## config.mk

```make
export PLATFORM = sky130hd
export DESIGN_NAME = burst_col_gen
export DESIGN_NICKNAME = d
export VERILOG_FILES = /design/src/rtl/burst_col_gen.sv
export SDC_FILE = /design/constraint.sdc
export NUM_CORES = 1
export LEC_CHECK = 0
export BUFFER_PORTS_ARGS = -buffer_cell sky130_fd_sc_hd__buf_4
export CAP_MARGIN = 10
export CORE_MARGIN = 2
export CORE_UTILIZATION = 45
export CTS_BUF_LIST = sky130_fd_sc_hd__clkbuf_4 sky130_fd_sc_hd__clkbuf_8
export CTS_CLUSTER_DIAMETER = 50
export DETAILED_ROUTE_END_ITERATION = 16
export PLACE_DENSITY = 0.69
export SLEW_MARGIN = 5
export SYNTH_ARGS = -nofsm -noshare
export SYNTH_HDL_FRONTEND = slang
export SYNTH_SLANG_ARGS = --single-unit
```

## constraint.sdc

```tcl
create_clock -name clk -period 2.57 [get_ports clk]
set_input_delay 0.257 -clock clk [delete_from_list [all_inputs] [get_ports clk]]
set_output_delay 0.257 -clock clk [all_outputs]
set_load 0.03 [all_outputs]
```

## src/rtl/burst_col_gen.sv

```systemverilog
module burst_col_gen #(
  parameter int COL_W = 9,
  parameter int OP_W  = 12
) (
  input  logic             clk,
  input  logic             rst_n,
  input  logic             mode_wr,
  input  logic [OP_W-1:0]  mode_op,
  input  logic             start,
  input  logic [COL_W-1:0] start_col,
  input  logic             advance,
  output logic [COL_W-1:0] col,
  output logic             last_beat,
  output logic [2:0]       cas_lat,
  output logic             bl_err,
  output logic             cl_err,
  output logic             dll_rst,
  output logic             test_en
);

  logic [1:0]       len_sel;
  logic             ilv;
  logic [COL_W-1:0] base;
  logic [2:0]       beat;
  logic             active;

  logic [2:0] mask, nxt, low_seq, low_ilv, low_new;
  logic       op_len_ok, op_cl_ok;

  assign mask      = {len_sel == 2'd3, len_sel >= 2'd2, 1'b1};
  assign nxt       = beat + 3'd1;
  assign low_seq   = (base[2:0] + nxt) & mask;
  assign low_ilv   = (base[2:0] ^ nxt) & mask;
  assign low_new   = (base[2:0] & ~mask) | (ilv ? low_ilv : low_seq);
  assign last_beat = active && (beat == mask);

  assign op_len_ok = (mode_op[2:0] != 3'd0) && (mode_op[2:0] <= 3'd3);
  assign op_cl_ok  = (mode_op[6:4] == 3'd3) || (mode_op[6:4] == 3'd4);

  always_ff @(posedge clk or negedge rst_n) begin
    if (!rst_n) begin
      len_sel <= 2'd1;
      ilv     <= 1'b0;
      cas_lat <= 3'd3;
      bl_err  <= 1'b0;
      cl_err  <= 1'b0;
      dll_rst <= 1'b0;
      test_en <= 1'b0;
    end else if (mode_wr) begin
      ilv     <= mode_op[3];
      dll_rst <= mode_op[8] & ~mode_op[7];
      test_en <= mode_op[7];
      if (op_len_ok) len_sel <= mode_op[1:0];
      else           bl_err  <= 1'b1;
      if (op_cl_ok)  cas_lat <= mode_op[6:4];
      else           cl_err  <= 1'b1;
    end
  end

  always_ff @(posedge clk or negedge rst_n) begin
    if (!rst_n) begin
      base   <= '0;
      col    <= '0;
      beat   <= '0;
      active <= 1'b0;
    end else if (start) begin
      base   <= start_col;
      col    <= start_col;
      beat   <= '0;
      active <= 1'b1;
    end else if (advance && active) begin
      if (last_beat) begin
        active <= 1'b0;
        beat   <= '0;
      end else begin
        beat <= nxt;
        col  <= {base[COL_W-1:3], low_new};
      end
    end
  end

endmodule


```

# Yosys cells after proc, flatten, opt, wreduce, memory -nomap -nowiden
# Index checks and enable logic that the tools add are counted.
# op_classes
n_mux	10
eq_ne	5
magnitude_cmp	2
bitwise	10
reduce_logical	13
addsub	2
# op_table
op	count
two-way mux 9 bit	3
two-way mux 3 bit	4
AND reduction 2 bit	6
bitwise AND 3 bit	3
nonzero test 2 bit	2
adder 3 x 1 -> 3 bit (second input constant)	1
adder 3 bit	1
== test 3 x 2 -> 1 bit (second input constant)	1
== test 3 bit	1
== test 3 bit (second input constant)	1
<= comparator 3 x 2 -> 1 bit (second input constant)	1
logical AND 1 bit	3
two-way mux 1 bit	3
inverter 1 bit	3
inverter 3 bit	1
bitwise OR 3 bit	1
nonzero test 3 bit	1
bitwise XOR 3 bit	1
== test 2 bit (second input constant)	1
>= comparator 2 bit (second input constant)	1
inequality test 2 bit (second input constant)	1
bitwise AND 1 bit	1
logical OR 1 bit	1
# word_totals
regBits	32
wordCells	53
inputBits	26
output_inout_bits	17

# Logic depth before layout (Yosys ltp)
# logic_depth
word_depth	8
depth_mapped	9
mapped_depth_nobuf	9

# Worst setup path after synthesis
# OpenSTA, ideal clock, no wires.
# synth_timing
path_kind	register -> register
from	register beat[0]
to	register col[2]
slack_ns	0.655
n_path_buf	0
setup_time_ns	0.134
arrival_time_ns	1.781
path_stages_with_launch	9
required_ns	2.436
synth_period_minus_slack_ns	1.915
cell_sequence	dfrtp_1 -> ha_1 -> inv_1 -> fa_1 -> nor2_1 -> xnor2_1 -> nor3_1 -> mux2i_1 -> mux2i_1
# synth_between
elab_chain_len	8
elab_cells_between_ends	14
classes_between	2 x add/sub; 2 x eq/ne; 4 x mux; 4 x bitwise; 2 x reduce/logical
# synth_lines
item	line	source
from (decl)	24	logic [2:0] beat;
from (signal assigned)	76	beat <= nxt;
adder 3 x 1 -> 3 bit	31	assign nxt = beat + 3'd1;
adder 3 bit or bitwise XOR 3 bit (tied branches)	32, 33	
bitwise AND 3 bit, on equally long branches	32, 33	
two-way mux 3 bit	34	assign low_new = (base[2:0] & ~mask) | (ilv ? low_ilv : low_seq);
bitwise OR 3 bit	34	
two-way mux 9 bit	72	if (last_beat) begin
two-way mux 9 bit	71	end else if (advance && active) begin
two-way mux 9 bit	66	end else if (start) begin
to (signal assigned)	68	col <= start_col;
to (signal assigned)	77	col <= {base[COL_W-1:3], low_new};
to (decl)	12	output logic [COL_W-1:0] col,
# Several ways; a longest one is shown, not always the timed one. The select of a mux whose other input is x is not followed.
# A chain may end at the register's enable or synchronous reset.

# Worst setup path after layout
# Ends and elaborated chain as after synthesis.

==> run metrics <==
status finished clean; P per Cell Area between 600 and 700 nW/µm²; met3 routed WL 113 µm; placed instance area approximately 1800 µm²; DRC violation count after routing 0; post-layout util 60.41%; post-cts sizing count 0; Yosys warning total 0; clk root buf clkbuf_4; Max-slew headroom 74.06%; drt total wl about 2600 µm; RSZ-0062 raised after global routing no; most used cell, CP mux2i_1; Metal-1 WL approximately 1200 µm; row count 20; Die Area 3711 µm²; number of global-route vias before repair between 1k and 1.5k; fin area ~1900 µm²; layout cells sized above 1 38.60%; GR Util All Layers 16.70%; core footprint 3078 µm²; hold path cells 2; Worst setup EP type flop; simple-gate share of the synthesized area 10.56%; Slowest cell on crit path dfrtp_1; Mean Syn Cell Area 11.48 µm²; post-DP HPWL 1936 µm; Max Clk Rate about 0.48 GHz; Routed Antenna Nets 0; post-synthesis compound-gate area fraction a little over a tenth; Vias/cell 4.772; Ports between 40 and 50; Crit Path Class flop to flop; final hold vios 0; setup TNS 0 ps; Ant. Diodes 0; Yosys cell types 34; slowest stage delay, CP around 430 ps; worst path required time around 2800 ps; Top Layer Used met4; drt pass-1 iters 3; Initial DRC Count 36; clock latency on the worst-skew pair approximately 330 ps; fin. max-slew vios 0; GR Overflow Total 0; R2R depth 8; Worst Hold Class input port to flop; initial cell density of the core 47.36%; CP startpoint kind flop; cell count after synthesis roughly 130; Num CTS Buffers 5; Max Cap Violations 0; Mapped Nets 157; EDFF count, synth 0; post-synthesis mux area share between 10% and 20%; flop-to-flop setup slack about 500 ps; GPL Wtd Cong 0.7105; total number of vias just over 1k; Die H 60.92 µm; setup violators final 0; Cell Chain, Critical Path ha_1 > inv_1 > fa_1 > nor2_1 > xnor2_1 > nor3_1 > mux2i_1 > mux2i_1; Die W 60.92 µm; initial antenna violation count 0; largest family of logic cells by synthesized area multiplexers; drt wl/cell 12.18 µm; asr flop ratio synth 100.0%; CTS tree yes; Fin Clk Skew about 4.7 ps; fin crit period 2070 ps; Leak 0.8599 nW; Max Buffers Root-to-Sink 2; crit share post-route around four fifths; ys flop type dfrtp_1; clock-pin slew on the worst setup and hold paths approximately 100 ps; placed insts a little over 200; largest net degree at the start of global routing 33; Cell Area, Synth between 1000 and 1500 µm²; H-tree depth 2; worst slew pin tran a little under 400 ps; critical path arrival roughly 2300 ps; CTS sink cnt 32; VDD IR max around 0.00039 V; Crit Path Max Fanout 4; Synth Register Bits 32; Area Growth Syn to Fin 27.55%; first-pass GRT wire length approximately 4500 µm; Non-Filler Instances approximately 220; Final nets 200; xor/xnor share of the synthesized area between 2 and 2.5%; met2 wire len 1294 µm; Seq/Total Area, Yosys ~55%; Pwr Total roughly 1.2 mW; Post-Synth Adder-Cell Area 3.948%; Port Buffers 39
==> Yosys cell counts, types with 3 or more instances <==
cell | n | area [µm²]
dfrtp_1 | 29 | 725.7
a21oi_1 | 5 | 25.02
o21ai_0 | 7 | 35.03
mux2_1 | 3 | 33.78
mux2_2 | 12 | 135.1
ha_1 | 3 | 37.54
clkbuf_1 | 3 | 11.26
nand2_1 | 14 | 52.55
xnor2_1 | 3 | 26.28
inv_1 | 11 | 41.29
dfstp_2 | 3 | 78.83
nor2_1 | 7 | 26.28
==> layout by cell type, fill, tap and decap left out, types with 2 or more instances in the layout <==
cell,Yosys,final
buf_4,0,39
dfrtp_1,29,29
nand2_1,14,14
mux2_2,12,12
inv_1,11,11
nor2_1,7,7
o21ai_0,7,7
clkbuf_4,0,6
a21oi_1,5,5
xnor2_1,3,3
mux2_1,3,3
ha_1,3,3
dfstp_2,3,3
nor3_1,2,2
nor2b_1,2,2
nor3b_1,2,2
a21o_1,2,2
mux2i_1,2,2
==> repair_timing <==
| item | CTS | global route |
|---|---|---|
| setup buffers | 0 | 0 |
| hold buffers | 1 | 0 |
| hold endpoints to repair | 29 | 0 |
==> through the flow <==
step,worst slack (ps),hold slack [ps]
after CTS,472.3,133.4
after detailed placement,481.8,218.2
final,500.1,147.2
after floorplan,655.5,-38.59
after global placement,549.1,212.3
after global routing,315.9,123.9
==> flip-flops by register name, summed over array words and instances, names as in the netlist <==
register / flops
cas_lat: 3
bl_err: 1
beat: 3
active: 1
cl_err: 1
base: 9
ilv: 1
len_sel: 2
col: 9
dll_rst: 1
test_en: 1
==> worst paths after layout <==
path                              endpoint  startpoint
worst max-delay path                col[2]     beat[0]
worst min-delay path            cas_lat[2]  mode_op[4]
worst max register to register      col[2]     beat[0]
worst min register to register      cl_err      cl_err
max in group asynchronous       len_sel[0]       rst_n
min in group asynchronous       cas_lat[2]       rst_n
==> routing by layer <==
metal | GRT usage, % | vias up
met4 | 7.764 | 0
li1 | - | 515
met3 | 4.904 | 6
met5 | 0 | -
met2 | 27.96 | 19
met1 | 19.75 | 486
==> kinds of logic (layout without fill, tap and decap cells) <==
family / Yosys count / in the layout
AO/OA/AOI/OAI: 23 / 23
XOR/XNOR: 4 / 4
adder cells (fa/ha/maj): 4 / 4
buffers and inverters: 15 / 59
flip-flops: 32 / 32
multiplexers: 17 / 17
AND/OR/NAND/NOR: 32 / 32
==> cell type report <==
class	count	area, µm²
sequential	32	804.5
fill	274	1219
clock buffer	7	58.81
tap	44	55.05
inverter	11	41.29
timing repair buffer	40	302.8
clock inverter	1	7.507
multi-input combinational	80	589.3
==> worst max-delay path, delay by kind of cell (launching register included) <==
kind / cells / cell delay, ps
adder cells (fa/ha/maj): 2 / 720
flip-flops: 1 / 430
AND/OR/NAND/NOR: 2 / 370
multiplexers: 2 / 290
buffers and inverters: 1 / 70
XOR/XNOR: 1 / 70
==> power breakdown <==
part           total, mW  switching, mW  leakage, nW  internal [mW]
combinational      0.293          0.161        0.457          0.132
sequential         0.595         0.0346        0.368          0.561
clock              0.310          0.165       0.0349          0.144
Note: power is estimated with default switching activity, not from simulation.
